**config.mk**
```make
export PLATFORM = sky130hd
export DESIGN_NAME = gfifo_cmd_arbiter
export DESIGN_NICKNAME = d
export VERILOG_FILES = /design/src/rtl/gca_pkg.sv /design/src/rtl/gca_bank_timer.sv /design/src/rtl/gca_bus_timer.sv /design/src/rtl/gca_order_queue.sv /design/src/rtl/gfifo_cmd_arbiter.sv
export SDC_FILE = /design/constraint.sdc
export NUM_CORES = 1
export LEC_CHECK = 0
export CAP_MARGIN = 15
export CORE_MARGIN = 5
export CORE_UTILIZATION = 50
export DETAILED_ROUTE_END_ITERATION = 7
export PLACE_DENSITY = 0.77
export SKIP_CTS_REPAIR_TIMING = 1
export SYNTH_ARGS = -nofsm -noshare
export SYNTH_HDL_FRONTEND = slang
export SYNTH_SLANG_ARGS = --single-unit
```
**constraint.sdc**
```tcl
create_clock -name clk -period 8.7 [get_ports clk]
set_input_delay 1.74 -clock clk [delete_from_list [all_inputs] [get_ports clk]]
set_output_delay 1.74 -clock clk [all_outputs]
set_load 0.02 [all_outputs]
```
**src/rtl/gca_pkg.sv**
```systemverilog
package gca_pkg;

  typedef enum logic [1:0] {
    CK_PRE = 2'd0,
    CK_ACT = 2'd1,
    CK_RD  = 2'd2,
    CK_WR  = 2'd3
  } cmd_kind_e;

  function automatic logic is_col(input cmd_kind_e k);
    return (k == CK_RD) || (k == CK_WR);
  endfunction

endpackage

```
**src/rtl/gca_bank_timer.sv**
```systemverilog
module gca_bank_timer #(
  parameter int TW = 4
) (
  input  logic          clk,
  input  logic          rst_n,
  input  logic          pre_fire,
  input  logic          act_fire,
  input  logic          col_fire,
  input  logic [TW-1:0] cfg_t_rp,
  input  logic [TW-1:0] cfg_t_rcd,
  output logic          act_ok,
  output logic          col_ok
);

  function automatic logic [TW-1:0] ld(input logic [TW-1:0] d);
    return (d == '0) ? '0 : d - 1'b1;
  endfunction

  logic [TW-1:0] rp_q, rp_n, rcd_q, rcd_n;
  logic          rp_en, rcd_en;

  always_comb begin
    rp_en  = pre_fire || (rp_q != '0);
    rcd_en = act_fire || (rcd_q != '0);
    rp_n   = pre_fire ? ld(cfg_t_rp)  : rp_q - 1'b1;
    rcd_n  = act_fire ? ld(cfg_t_rcd) : rcd_q - 1'b1;
  end

  always_ff @(posedge clk or negedge rst_n) begin
    if (!rst_n) begin
      rp_q  <= '0;
      rcd_q <= '0;
    end else begin
      if (rp_en)  rp_q  <= rp_n;
      if (rcd_en) rcd_q <= rcd_n;
    end
  end

  assign act_ok = (rp_q == '0);
  assign col_ok = (rcd_q == '0);

  assert_act_legal_R5: assert property (@(posedge clk) disable iff (!rst_n)
    act_fire |-> act_ok);
  assert_col_legal_R6: assert property (@(posedge clk) disable iff (!rst_n)
    col_fire |-> col_ok);

endmodule

```
**src/rtl/gca_bus_timer.sv**
```systemverilog
module gca_bus_timer #(
  parameter int TW = 4
) (
  input  logic          clk,
  input  logic          rst_n,
  input  logic          rd_fire,
  input  logic          wr_fire,
  input  logic [TW-1:0] cfg_t_burst,
  input  logic [TW-1:0] cfg_t_wtr,
  input  logic [TW-1:0] cfg_t_rtw,
  output logic          rd_ok,
  output logic          wr_ok
);

  localparam int CTW = TW + 1;

  function automatic logic [CTW-1:0] ld(input logic [CTW-1:0] d);
    return (d == '0) ? '0 : d - 1'b1;
  endfunction

  logic [CTW-1:0] bus_q, bus_n, wtr_q, wtr_n, rtw_q, rtw_n;
  logic [CTW-1:0] burst_w, wtr_sum, rtw_sum;
  logic           bus_en, wtr_en, rtw_en;

  always_comb begin
    burst_w = {1'b0, cfg_t_burst};
    wtr_sum = burst_w + {1'b0, cfg_t_wtr};
    rtw_sum = burst_w + {1'b0, cfg_t_rtw};
    bus_en  = rd_fire || wr_fire || (bus_q != '0);
    wtr_en  = wr_fire || (wtr_q != '0);
    rtw_en  = rd_fire || (rtw_q != '0);
    bus_n   = (rd_fire || wr_fire) ? ld(burst_w) : bus_q - 1'b1;
    wtr_n   = wr_fire ? ld(wtr_sum) : wtr_q - 1'b1;
    rtw_n   = rd_fire ? ld(rtw_sum) : rtw_q - 1'b1;
  end

  always_ff @(posedge clk or negedge rst_n) begin
    if (!rst_n) begin
      bus_q <= '0;
      wtr_q <= '0;
      rtw_q <= '0;
    end else begin
      if (bus_en) bus_q <= bus_n;
      if (wtr_en) wtr_q <= wtr_n;
      if (rtw_en) rtw_q <= rtw_n;
    end
  end

  assign rd_ok = (bus_q == '0) && (wtr_q == '0);
  assign wr_ok = (bus_q == '0) && (rtw_q == '0);

  assert_one_column_R2: assert property (@(posedge clk) disable iff (!rst_n)
    $onehot0({rd_fire, wr_fire}));
  assert_burst_gap_R7: assert property (@(posedge clk)
    disable iff (!rst_n || (burst_w < CTW'(2)))
    (rd_fire || wr_fire) |=> !(rd_fire || wr_fire));
  assert_wr_to_rd_R8: assert property (@(posedge clk)
    disable iff (!rst_n || (wtr_sum < CTW'(2)))
    wr_fire |=> !rd_fire);
  assert_rd_to_wr_R9: assert property (@(posedge clk)
    disable iff (!rst_n || (rtw_sum < CTW'(2)))
    rd_fire |=> !wr_fire);

endmodule

```
**src/rtl/gca_order_queue.sv**
```systemverilog
module gca_order_queue #(
  parameter int NREQ = 4,
  parameter int IW   = $clog2(NREQ)
) (
  input  logic                      clk,
  input  logic                      rst_n,
  input  logic                      pop_en,
  input  logic [IW-1:0]             pop_idx,
  input  logic [NREQ-1:0]           push_vec,
  input  logic [NREQ-1:0][1:0]      push_kind,
  output logic [IW:0]               cnt,
  output logic [NREQ-1:0][IW-1:0]   slot_req,
  output logic [NREQ-1:0][1:0]      slot_kind,
  output logic [NREQ-1:0]           pend_vec
);

  localparam logic [IW:0] DEPTH = (IW+1)'(NREQ);

  logic [IW:0]             cnt_q, cnt_n, pos;
  logic [NREQ-1:0][IW-1:0] req_q, req_n;
  logic [NREQ-1:0][1:0]    kind_q, kind_n;
  logic                    q_en;

  always_comb begin
    req_n  = req_q;
    kind_n = kind_q;
    for (int j = 0; j < NREQ - 1; j++) begin
      if (pop_en && ((IW+1)'(j) >= {1'b0, pop_idx})) begin
        req_n[j]  = req_q[j+1];
        kind_n[j] = kind_q[j+1];
      end
    end
    pos = cnt_q - {{IW{1'b0}}, pop_en};
    for (int i = 0; i < NREQ; i++) begin
      if (push_vec[i]) begin
        if (pos < DEPTH) begin
          req_n[pos[IW-1:0]]  = IW'(i);
          kind_n[pos[IW-1:0]] = push_kind[i];
        end
        pos = pos + 1'b1;
      end
    end
    cnt_n = pos;
    q_en  = pop_en || (push_vec != '0);
  end

  always_ff @(posedge clk or negedge rst_n) begin
    if (!rst_n) begin
      cnt_q  <= '0;
      req_q  <= '0;
      kind_q <= '0;
    end else if (q_en) begin
      cnt_q  <= cnt_n;
      req_q  <= req_n;
      kind_q <= kind_n;
    end
  end

  always_comb begin
    pend_vec = '0;
    for (int j = 0; j < NREQ; j++) begin
      if ((IW+1)'(j) < cnt_q) pend_vec[req_q[j]] = 1'b1;
    end
  end

  assign cnt       = cnt_q;
  assign slot_req  = req_q;
  assign slot_kind = kind_q;

  assert_depth_bound_R4: assert property (@(posedge clk) disable iff (!rst_n)
    cnt_q <= DEPTH);
  assert_single_entry_R4: assert property (@(posedge clk) disable iff (!rst_n)
    (push_vec & pend_vec) == '0);
  assert_pop_in_range_R2: assert property (@(posedge clk) disable iff (!rst_n)
    pop_en |-> ({1'b0, pop_idx} < cnt_q));

endmodule

```
**src/rtl/gfifo_cmd_arbiter.sv**
```systemverilog
module gfifo_cmd_arbiter
  import gca_pkg::*;
#(
  parameter int NREQ = 4,
  parameter int TW   = 4,
  parameter int CW   = 16,
  parameter int IW   = $clog2(NREQ)
) (
  input  logic                clk,
  input  logic                rst_n,
  input  logic [TW-1:0]       cfg_t_rp,
  input  logic [TW-1:0]       cfg_t_rcd,
  input  logic [TW-1:0]       cfg_t_wtr,
  input  logic [TW-1:0]       cfg_t_rtw,
  input  logic [TW-1:0]       cfg_t_burst,
  input  logic [NREQ-1:0]     req_valid,
  input  logic [2*NREQ-1:0]   req_kind,
  output logic [NREQ-1:0]     req_ready,
  output logic                cmd_valid,
  output logic [1:0]          cmd_kind,
  output logic [IW-1:0]       cmd_req,
  output logic [CW-1:0]       cmd_done
);

  logic [IW:0]             q_cnt;
  logic [NREQ-1:0][IW-1:0] q_req;
  logic [NREQ-1:0][1:0]    q_kind;
  logic [NREQ-1:0]         q_pend;
  logic [NREQ-1:0]         push_vec;
  logic [NREQ-1:0][1:0]    push_kind;
  logic [NREQ-1:0]         act_ok, col_ok;
  logic [NREQ-1:0]         pre_fire, act_fire, col_fire;
  logic [NREQ-1:0]         slot_legal;
  logic                    rd_ok, wr_ok, rd_fire, wr_fire;
  logic                    pick_any;
  logic [IW-1:0]           pick_idx;
  cmd_kind_e               iss_kind;
  logic [IW-1:0]           iss_req;
  logic [CW-1:0]           cyc_q, cyc_n;

  // acceptance: bank-local delays are settled before a command may queue
  for (genvar i = 0; i < NREQ; i++) begin : g_req
    cmd_kind_e k;
    logic      gate;
    assign k            = cmd_kind_e'(req_kind[2*i +: 2]);
    assign gate         = (k == CK_ACT) ? act_ok[i] : (is_col(k) ? col_ok[i] : 1'b1);
    assign req_ready[i] = !q_pend[i] && gate;
    assign push_vec[i]  = req_valid[i] && req_ready[i];
    assign push_kind[i] = req_kind[2*i +: 2];

    assign pre_fire[i] = pick_any && (iss_kind == CK_PRE) && (iss_req == IW'(i));
    assign act_fire[i] = pick_any && (iss_kind == CK_ACT) && (iss_req == IW'(i));
    assign col_fire[i] = pick_any && is_col(iss_kind)     && (iss_req == IW'(i));

    gca_bank_timer #(.TW(TW)) u_bank (
      .clk       (clk),
      .rst_n     (rst_n),
      .pre_fire  (pre_fire[i]),
      .act_fire  (act_fire[i]),
      .col_fire  (col_fire[i]),
      .cfg_t_rp  (cfg_t_rp),
      .cfg_t_rcd (cfg_t_rcd),
      .act_ok    (act_ok[i]),
      .col_ok    (col_ok[i])
    );
  end

  gca_order_queue #(.NREQ(NREQ), .IW(IW)) u_queue (
    .clk       (clk),
    .rst_n     (rst_n),
    .pop_en    (pick_any),
    .pop_idx   (pick_idx),
    .push_vec  (push_vec),
    .push_kind (push_kind),
    .cnt       (q_cnt),
    .slot_req  (q_req),
    .slot_kind (q_kind),
    .pend_vec  (q_pend)
  );

  gca_bus_timer #(.TW(TW)) u_bus (
    .clk         (clk),
    .rst_n       (rst_n),
    .rd_fire     (rd_fire),
    .wr_fire     (wr_fire),
    .cfg_t_burst (cfg_t_burst),
    .cfg_t_wtr   (cfg_t_wtr),
    .cfg_t_rtw   (cfg_t_rtw),
    .rd_ok       (rd_ok),
    .wr_ok       (wr_ok)
  );

  // scan: shared delays decide which queued entry may go
  for (genvar j = 0; j < NREQ; j++) begin : g_slot
    cmd_kind_e sk;
    assign sk = cmd_kind_e'(q_kind[j]);
    assign slot_legal[j] = ((IW+1)'(j) < q_cnt) &&
                           ((sk == CK_RD) ? rd_ok :
                            (sk == CK_WR) ? wr_ok : 1'b1);
  end

  always_comb begin
    pick_any = 1'b0;
    pick_idx = '0;
    for (int j = NREQ - 1; j >= 0; j--) begin
      if (slot_legal[j]) begin
        pick_any = 1'b1;
        pick_idx = IW'(j);
      end
    end
    iss_kind = cmd_kind_e'(q_kind[pick_idx]);
    iss_req  = q_req[pick_idx];
    rd_fire  = pick_any && (iss_kind == CK_RD);
    wr_fire  = pick_any && (iss_kind == CK_WR);
    cyc_n    = cyc_q + 1'b1;
  end

  always_ff @(posedge clk or negedge rst_n) begin
    if (!rst_n) cyc_q <= '0;
    else        cyc_q <= cyc_n;
  end

  assign cmd_valid = pick_any;
  assign cmd_kind  = iss_kind;
  assign cmd_req   = iss_req;
  assign cmd_done  = cyc_q + (is_col(iss_kind) ? CW'(cfg_t_burst) : '0);

  assert_front_row_goes_R3: assert property (@(posedge clk) disable iff (!rst_n)
    ((q_cnt != '0) && !q_kind[0][1]) |-> cmd_valid);
  assert_act_then_col_R6: assert property (@(posedge clk) disable iff (!rst_n)
    (cmd_valid && (cmd_kind == CK_ACT)) |=>
      !(cmd_valid && cmd_kind[1] && (cmd_req == $past(cmd_req))));
  assert_idle_when_empty_R2: assert property (@(posedge clk) disable iff (!rst_n)
    (q_cnt == '0) |-> !cmd_valid);

endmodule

```
======== Yosys cells after proc, flatten, opt, wreduce, memory -nomap -nowiden ========
Cells that the tools add are included.
W data, S select, Z words.
storage, ports and cells
  input bits .............................. 34
  output and inout port bits .............. 25
  register bits after elaboration ......... 82
  word-level logic and storage cells ...... 296
operators by class
  $lt $le $gt $ge ......................... 28
  add/sub/neg operators ................... 25
  reductions and logical operators ........ 89
  equality and inequality tests ........... 26
  multiplexer cells ....................... 95
  bitwise operators ....................... 12
operator list
  operator                 count
  $mux W8                  16
  $mux W4                  15
  $logic_not A4 Y1         11
  $eq A2 B2 Y1 const B     20
  $sub A4 B1 Y4 const B    10
  $logic_and A1 B1 Y1      37
  $reduce_bool A4 Y1       9
  $bwmux W8                4
  $mux W2                  16
  $mux W5                  6
  $lt A2 B3 Y1 const B     9
  $logic_not A5 Y1         5
  $sub A5 B1 Y5 const B    5
  $mux W1                  24
  $or A4 B4 Y4             5
  $logic_or A1 B1 Y1       18
  $add A16 B1 Y16 const B  1
  $add A16 B4 Y16          1
  $demux W2 S2             4
  $ge A2 B1 Y1 const B     8
  $reduce_bool A5 Y1       3
  $add A3 B1 Y3 const B    4
  $eq A2 B1 Y1 const B     6
  $lt A3 B3 Y1 const B     4
  other kinds (17)         34

======== Depth between registers and ports, before layout ========
Gate-level depths: netlist of the first run.
  depth after elaboration ................. 29
  depth in mapped cells ................... 23
  gate-level depth less buffers ........... 22

======== Modules after synthesis ========
Synthesis of the first run repeated with hierarchy kept, for this count alone.
unflattened totals
  cells, all modules ...................... 822
  area, all modules ....................... 7186.9 sq um
by module, submodules not included
  module             instances  cells an instance  seq. area each (sq um)  area each (sq um)
  gca_bank_timer     4          59                 200.2                   561.8
  gca_order_queue    1          228                475.5                   1905.6
  gfifo_cmd_arbiter  1          190                400.4                   1592.8
  gca_bus_timer      1          168                375.4                   1441.4

======== Least setup slack after synthesis of the first run ========
OpenSTA, ideal clock, no wires.
  kind .................................... reg-to-output
  start point ............................. reg u_bus.rtw_q[0]
  end point ............................... out cmd_done[15]
  required time ........................... 6960 ps
  cell stages (with the launch flop) ...... 17
  path buffers ............................ 0
  setup slack ............................. 2935 ps
  arrival ................................. 4025 ps
  path through ............................ dfrtp_1 -> inv_1 -> ha_1 -> or4b_4 -> mux2i_1 -> a31o_2 -> a22o_1 -> nand3_1 -> a31oi_1 -> and2_1 -> ha_1 -> a21o_1 -> a21oi_1 -> nor2b_1 -> o21ai_0 -> nor3_1 -> xor2_1
between the ends
  word-level cells in the longest chain between the ends .. 15
  elaborated cells on any way between the ends .. 25
  classes of those cells .................. add/sub: 1; eq/ne: 2; mux: 15; reduce/logical: 7
ends and longest elaborated chain
  item                             line                      text
  from (decl)                      gca_bus_timer.sv:21       logic [CTW-1:0] bus_q, bus_n, wtr_q, wtr_n, rtw_q, rtw_n;
  from (signal assigned)           gca_bus_timer.sv:45       if (rtw_en) rtw_q <= rtw_n;
  $logic_not A5 Y1 *               gca_bus_timer.sv:50       assign wr_ok = (bus_q == '0) && (rtw_q == '0);
  $logic_and A1 B1 Y1 *            gca_bus_timer.sv:50
  $mux W1                          gfifo_cmd_arbiter.sv:99   (sk == CK_WR) ? wr_ok : 1'b1);
  $mux W1                          gfifo_cmd_arbiter.sv:98   ((sk == CK_RD) ? rd_ok :
  $logic_and A1 B1 Y1              gfifo_cmd_arbiter.sv:97   assign slot_legal[j] = ((IW+1)'(j) < q_cnt) &&
  $mux W2 (3 in a row)             gfifo_cmd_arbiter.sv:106  if (slot_legal[j]) begin
  $mux W2 *                        gfifo_cmd_arbiter.sv:106
  $bmux W2 S2 *                    gfifo_cmd_arbiter.sv:111  iss_kind = cmd_kind_e'(q_kind[pick_idx]);
  $mux W2 (implied by the code) *  gfifo_cmd_arbiter.sv:111
  via cmd_kind[1]                  gfifo_cmd_arbiter.sv:20   output logic [1:0] cmd_kind,
  $eq A2 B2 Y1                     gca_pkg.sv:11             return (k == CK_RD) || (k == CK_WR);
  $logic_or A1 B1 Y1 *             gca_pkg.sv:11
  $mux W4 *                        gfifo_cmd_arbiter.sv:126  assign cmd_done = cyc_q + (is_col(iss_kind) ? CW'(cfg_t_burst) : '0);
  $add A16 B4 Y16 *                gfifo_cmd_arbiter.sv:126
  to (decl)                        gfifo_cmd_arbiter.sv:22   output logic [CW-1:0] cmd_done
Mark *: on every way through the listed nets, which the timed path passes. The rest lies on a longest branch. The select of a mux whose other input is x is not followed.

======== Final worst setup path of the first run ========
  start point ............................. reg u_bus.bus_q[0]
  end point ............................... out cmd_done[12]
between the ends
  word-level cells in the longest chain between the ends .. 15
  elaborated cells on any way between the ends .. 26
  classes of those cells .................. add/sub: 1; eq/ne: 2; mux: 15; reduce/logical: 8
ends and longest elaborated chain
  item                             line                                      text
  from (decl)                      gca_bus_timer.sv:21
  from (signal assigned)           gca_bus_timer.sv:43                       if (bus_en) bus_q <= bus_n;
  $logic_not A5 Y1 *               gca_bus_timer.sv:49, gca_bus_timer.sv:50
  $logic_and A1 B1 Y1              gca_bus_timer.sv:50
  $mux W1                          gfifo_cmd_arbiter.sv:99
  $mux W1                          gfifo_cmd_arbiter.sv:98
  $logic_and A1 B1 Y1              gfifo_cmd_arbiter.sv:97
  $mux W2 (3 in a row)             gfifo_cmd_arbiter.sv:106
  $mux W2 *                        gfifo_cmd_arbiter.sv:106
  $bmux W2 S2 *                    gfifo_cmd_arbiter.sv:111
  $mux W2 (implied by the code) *  gfifo_cmd_arbiter.sv:111
  $eq A2 B2 Y1                     gca_pkg.sv:11
  $logic_or A1 B1 Y1 *             gca_pkg.sv:11
  $mux W4 *                        gfifo_cmd_arbiter.sv:126
  $add A16 B4 Y16 *                gfifo_cmd_arbiter.sv:126
Every way passes the cells marked *; elsewhere a longest branch is shown, timed or not. The select of a mux whose other input is x is not followed.

==> flow_metrics.env, run 1 <==
export IMPL_status="finished, final reports clean"
export IMPL_dp_hpwl_um=12300
export IMPL_drv_cap=0
export IMPL_initial_core_util_pct=51.5
export IMPL_synthMuxAreaShare_pct=12.0
export IMPL_utilization_pct=58.9
export IMPL_rows=42
export IMPL_synth_xor_area_share_pct=8.43
export IMPL_ys_seq_area_share_pct=29.9
export IMPL_drv_slew=0
export IMPL_hold_viol=0
export IMPL_drt_iter0_drc=368
export IMPL_drc=0
export IMPL_yosysWarnings=0
export IMPL_synth_seq_cells=82
export IMPL_path_class="reg2out"
export IMPL_p_leak_nw=3.67
export IMPL_pwr_density_cell_mw_per_mm2=398
export IMPL_die_width_um=127
export IMPL_cts_root_buf="clkbuf_16"
export IMPL_worst_slack_ns=1.56
export IMPL_ios=59
export IMPL_pre_cts_ws_ns=1.92
export IMPL_crit_required_ns=6.96
export IMPL_cp_arrival_ns=5.40
export IMPL_viasPerCell=5.78
export IMPL_synth_top_family_by_area="simple AND/OR/NAND/NOR gates"
export IMPL_syn_to_final_growth_pct=14.5
export IMPL_syn_inst=741
export IMPL_synthSimpleGateAreaFrac_pct=20.2
export IMPL_finalInstanceArea_sq_mm=0.00787
export IMPL_clock_latency_ns=0.34
export IMPL_synth_nets=830
export IMPL_fmax_mhz=140
export IMPL_die_y_um=127
export IMPL_grt_pass1_vias=5548
export IMPL_period_share_pct=82.0
export IMPL_worstMarginPinSlew_ns=0.894
export IMPL_vdd_drop_max_mv=0.208
export IMPL_layout_drive_gt1_share_pct=7.91
export IMPL_fin_setup_tns_ns=0
export IMPL_wl_um=15700
export IMPL_dp_cells=956
export IMPL_setup_viol=0
export IMPL_gp_congestion=0.903
export IMPL_path_max_fanout=11
export IMPL_fin_cells=972
export IMPL_tritoncts="built"
export IMPL_post_dp_cell_area_sq_mm=0.00757
export IMPL_antenna_found_initial=0
export IMPL_crit_path_end_kind="output port"
export IMPL_skew_ns=0.00839
export IMPL_diodes=0
export IMPL_synthAdderAreaFrac_pct=10.3
export IMPL_port_buffer_count=58
export IMPL_die_area_sq_mm=0.0162
export IMPL_core_sq_mm=0.0133
export IMPL_overflow=0
export IMPL_fillers=1146
export IMPL_syn_avg_cell_area_sq_um=9.27
export IMPL_multi_input_area_sq_mm=0.00451
export IMPL_ff_latch_area_sq_mm=0.00205
export IMPL_wire_per_inst_um=16.1
export IMPL_synthesis_area_sq_mm=0.00687
export IMPL_finalPower_mw=3.13
export IMPL_clock_sinks=82
export IMPL_start_kind="register"
export IMPL_grt_pass1_wl_um=26400
export IMPL_via_count=5622
export IMPL_hold_ws_ns=0.508
export IMPL_period_minus_slack_ns=7.14
export IMPL_drtAntennaViolNets=0
export IMPL_cts_buffers_inserted=9
export IMPL_ys_types=78
export IMPL_rsz0062_at_grt="false"
export IMPL_maxSlewHeadroom_pct=40.4
export IMPL_first_pass_iters=5
export IMPL_async_flop_share_pct=100
export IMPL_synth_ff_type="dfrtp_1"
export IMPL_clk_pin_slew_worst_paths_ns=0.06
export IMPL_final_net_count=881
export IMPL_htree_levels=3
export IMPL_clockBufferDepth=2
export IMPL_track_usage_pct=19.7
export IMPL_grt_max_degree=83
export IMPL_synth_edf_count=0
export IMPL_worstHoldPathType="reg2reg"
export IMPL_synth_compound_area_share_pct=14.7
[cells in the final DEF, fill, tap and decap left out, types with 5 or more instances in the layout]
cell / instances
a211oi_1: 5
a21o_1: 13
a21oi_1: 41
and2_1: 9
and3_1: 8
clkbuf_16: 9
clkdlybuf4s50_1: 57
dfrtp_1: 82
ha_1: 52
inv_1: 54
mux2_1: 5
mux2_2: 12
mux2i_1: 62
nand2_1: 68
nand3_1: 24
nand4_1: 9
nor2_1: 42
nor2b_1: 7
nor3_1: 21
nor3b_1: 12
o211ai_1: 7
o21ai_0: 23
o31ai_1: 7
or3_1: 13
xnor2_1: 39
xor2_1: 22
[final timing paths]
path	start	end	slack [ns]	cells past startpoint
worst max-delay path	u_bus.bus_q[0]	cmd_done[12]	1.56	17
max in group asynchronous	rst_n	cyc_q[12]	6.70	2
worst max register to register	u_bus.wtr_q[0]	u_queue.slot_kind[6]	2.80	22
worst min-delay path	cyc_q[15]	cyc_q[15]	0.51	1
min in group asynchronous	rst_n	g_req[0].u_bank.rcd_q[2]	1.37	1
worst min register to register	cyc_q[15]	cyc_q[15]	0.51	1
[power by group]
part           total [mW]  leakage (nW)  switching, mW  internal, mW
Sequential          0.747          1.00          0.189         0.557
Combinational        2.03          2.54           1.13         0.906
Clock               0.353         0.132          0.146         0.207
Total                3.13          3.67           1.46          1.67
[registers in the layout (all words and copies together) (netlist names)]
register / count
u_bus.bus_q: 5
u_bus.rtw_q: 5
u_queue.slot_kind: 8
g_req.u_bank.rp_q: 16
cyc_q: 16
u_queue.cnt: 3
g_req.u_bank.rcd_q: 16
u_queue.slot_req: 8
u_bus.wtr_q: 5
[final cells by class]
type | instances | share of cell area (%)
multi-input combinational | 586 | 57.4
sequential | 82 | 26.1
timing repair buffer | 59 | 7.70
clock buffer | 13 | 3.31
tap | 176 | 2.80
inverter | 54 | 2.58
clock inverter | 2 | 0.159
[layer usage]
layer	vias to the layer above	GRT usage, %	wire length (um)
met2	142	34.2	7880
met5	-	0	0
li1	2745	-	-
met3	29	3.38	607
met1	2706	25.1	6880
met4	0	5.99	310
[synth_stat cells, drive strengths merged (9+ instances only)]
library cell | count | area [sq um]
nor2 | 43 | 164
a21oi | 42 | 214
nor3b | 15 | 146
and2 | 10 | 62.6
nand3 | 26 | 140
xnor2 | 39 | 342
o21ai | 27 | 161
a21o | 14 | 106
or3 | 13 | 81.3
nand4 | 9 | 56.3
mux2 | 18 | 206
dfrtp | 82 | 2050
ha | 52 | 651
xor2 | 22 | 193
nor3 | 23 | 131
buf | 11 | 71.3
inv | 54 | 203
mux2i | 62 | 621
nand2 | 69 | 262
[logic make-up (layout without fill, tap and decap cells)]
logic type | count (synthesis) | count (layout)
xor+xnor | 63 | 63
mux | 80 | 80
flops | 82 | 82
fa+ha+maj | 55 | 55
buf+inv | 73 | 128
compound gates | 142 | 142
simple gates | 246 | 246
[critical path, cell delays in order, from the launching register on]
cell,delay (ns)
dfrtp_1,0.35
inv_1,0.09
ha_1,0.23
or4b_1,0.37
nor2_2,0.07
a21oi_1,0.69
o211a_1,0.53
a31oi_1,0.25
and2_1,0.23
ha_1,0.20
fa_1,0.42
a21o_1,0.21
a21oi_1,0.27
nor2_1,0.12
nand3_1,0.18
nor2_1,0.08
xor2_1,0.13
clkdlybuf4s50_1,0.62
Power figures use the tool's default switching activity.
==> inputs of run 2 (changes only) <==
clock period = 6.8 ns   (was 8.7 ns; I/O delays follow)
==> run 2 against run 1 <==
Net effect:
- flip-flop and latch count did not move
- critical endpoint unchanged
- critical path depth down 1
- worst hold slack worse by 0.0026 ns
- final cell count unchanged
- highest routed layer unchanged
- largest power group unchanged
- cell area increased by 0.72%
- combinational power increased by 30%
- global-route usage up 0.67 points
- largest cell class unchanged
==> flow_metrics.env, run 2 (synthesized netlist as in run 1, its figures left out) <==
export IMPL_clock_latency_ns=0.34
export IMPL_rsz0062_at_grt="false"
export IMPL_diodes=0
export IMPL_first_pass_iters=5
export IMPL_layout_drive_gt1_share_pct=8.17
export IMPL_die_area_sq_mm=0.0162
export IMPL_drtAntennaViolNets=0
export IMPL_core_sq_mm=0.0133
export IMPL_drc=0
export IMPL_whs_path_depth=1
export IMPL_cts_buffers_inserted=9
export IMPL_status="finished, final reports clean"
export IMPL_htree_levels=3
export IMPL_path_class="reg2out"
export IMPL_port_buffer_count=58
export IMPL_vdd_drop_max_mv=0.272
export IMPL_drv_cap=0
export IMPL_dp_hpwl_um=12500
export IMPL_wl_um=16100
export IMPL_wire_per_inst_um=16.5
export IMPL_clock_sinks=82
export IMPL_utilization_pct=59.4
export IMPL_maxSlewHeadroom_pct=47.3
export IMPL_drv_slew=0
export IMPL_drt_iter0_drc=424
export IMPL_antenna_found_initial=0
export IMPL_grt_max_degree=83
export IMPL_tritoncts="built"
export IMPL_final_common_cell="dfrtp_1"
export IMPL_syn_to_final_growth_pct=15.3
export IMPL_clk_pin_slew_worst_paths_ns=0.06
export IMPL_crit_required_ns=5.44
export IMPL_hold_viol=0
export IMPL_cts_root_buf="clkbuf_16"
export IMPL_rows=42
export IMPL_via_count=5686
export IMPL_initial_core_util_pct=51.5
export IMPL_gp_congestion=0.874
export IMPL_path_buf_inv=2
export IMPL_reg2reg_depth=22
export IMPL_multi_input_area_sq_mm=0.00453
export IMPL_cp_arrival_ns=5.09
export IMPL_slowest_delay_ns=0.63
export IMPL_fmax_mhz=155
export IMPL_grt_pass1_wl_um=27400
export IMPL_worstMarginPinSlew_ns=0.791
export IMPL_track_usage_pct=20.4
export IMPL_pwr_density_cell_mw_per_mm2=519
export IMPL_p_leak_nw=3.70
export IMPL_path_max_fanout=8
export IMPL_ff_latch_area_sq_mm=0.00205
export IMPL_slowest_stage="or4b_1"
export IMPL_cp_depth=16
export IMPL_period_minus_slack_ns=6.45
export IMPL_skew_ns=0.00727
export IMPL_period_share_pct=94.9
export IMPL_die_width_um=127
export IMPL_ios=59
export IMPL_clockBufferDepth=2
export IMPL_crit_path_end_kind="output port"
export IMPL_layout_common_cells="dfrtp_1, nand2_1, mux2i_1"
export IMPL_start_kind="register"
export IMPL_worstHoldPathType="reg2reg"
export IMPL_critical_path_top_delay_family="compound AO/OA/AOI/OAI gates"
export IMPL_overflow=0
export IMPL_setup_viol=0
export IMPL_final_net_count=882
export IMPL_fin_setup_tns_ns=0
export IMPL_cp_cell_sequence="inv_1 > ha_1 > or4b_1 > o21ai_4 > o211a_1 > a31oi_1 > and2_1 > ha_1 > fa_1 > a21o_1 > a21oi_1 > nor2_1 > nand3_1 > nor2_1 > xor2_1 > clkdlybuf4s50_1"
export IMPL_fillers=1195
export IMPL_viasPerCell=5.85
export IMPL_die_y_um=127
export IMPL_top_regs="cyc_q x16, g_req.u_bank.rcd_q x16, g_req.u_bank.rp_q x16"
export IMPL_grt_pass1_vias=5807
run 2: layout make-up:
class | instances | share of cell area, %
Clock buffer | 11 | 3.06
Clock inverter | 3 | 0.821
Timing Repair Buffer | 60 | 7.64
Multi-Input combinational cell | 586 | 57.2
Tap cell | 176 | 2.78
Inverter | 54 | 2.56
Sequential cell | 82 | 25.9
run 2: path summary, 6_finish.rpt:
path / endpoint / startpoint / slack [ns]
max: cmd_done[12] / u_bus.bus_q[0] / 0.35
min: cyc_q[15] / cyc_q[15] / 0.51
max reg2reg: u_queue.slot_kind[6] / u_bus.bus_q[0] / 0.92
min reg2reg: cyc_q[15] / cyc_q[15] / 0.51
max in group asynchronous: cyc_q[10] / rst_n / 5.16
min in group asynchronous: g_req[0].u_bank.rcd_q[2] / rst_n / 1.01
run 2: per-layer routing:
metal	GRT usage, %	vias up	routed length (um)
li1	-	2737	-
met2	35.1	140	8050
met1	25.5	2774	6920
met4	7.63	0	448
met3	3.63	35	655
met5	0	-	0
run 2: report_power, final:
group	switching (mW)	internal, mW
Combinational	1.47	1.17
Clock	0.187	0.327
Sequential	0.244	0.713
Total	1.90	2.21
run 2: worst register-to-register path: stages (launching register included):
cell and delay (ns):
dfrtp_1 0.39, inv_1 0.12, ha_1 0.19, or4b_1 0.63, nor2_2 0.19, a21o_2 0.25
a21oi_1 0.12, and2_1 0.25, inv_1 0.17, ha_1 0.17, ha_1 0.26, inv_1 0.12
ha_1 0.24, mux2i_1 0.28, ha_1 0.29, mux2_2 0.30, ha_1 0.30, mux2i_1 0.32
inv_1 0.13, ha_1 0.22, and3_1 0.19, o21ai_0 0.26, mux2_2 0.41
run 2: stage by stage:
stage               total power, mW  cell area (sq um)  hold slack, ns  setup WS [ns]  std cells
CTS                            4.10               7880           0.499         0.0712        971
finish                         4.11               7920           0.505          0.350        972
floorplan                      2.95               6870           0.464           1.42        741
global route                   4.47               7920           0.508        0.00761        972
detailed placement             3.56               7570           0.487          0.496        957
global placement               3.42               7570           0.483          0.665        957
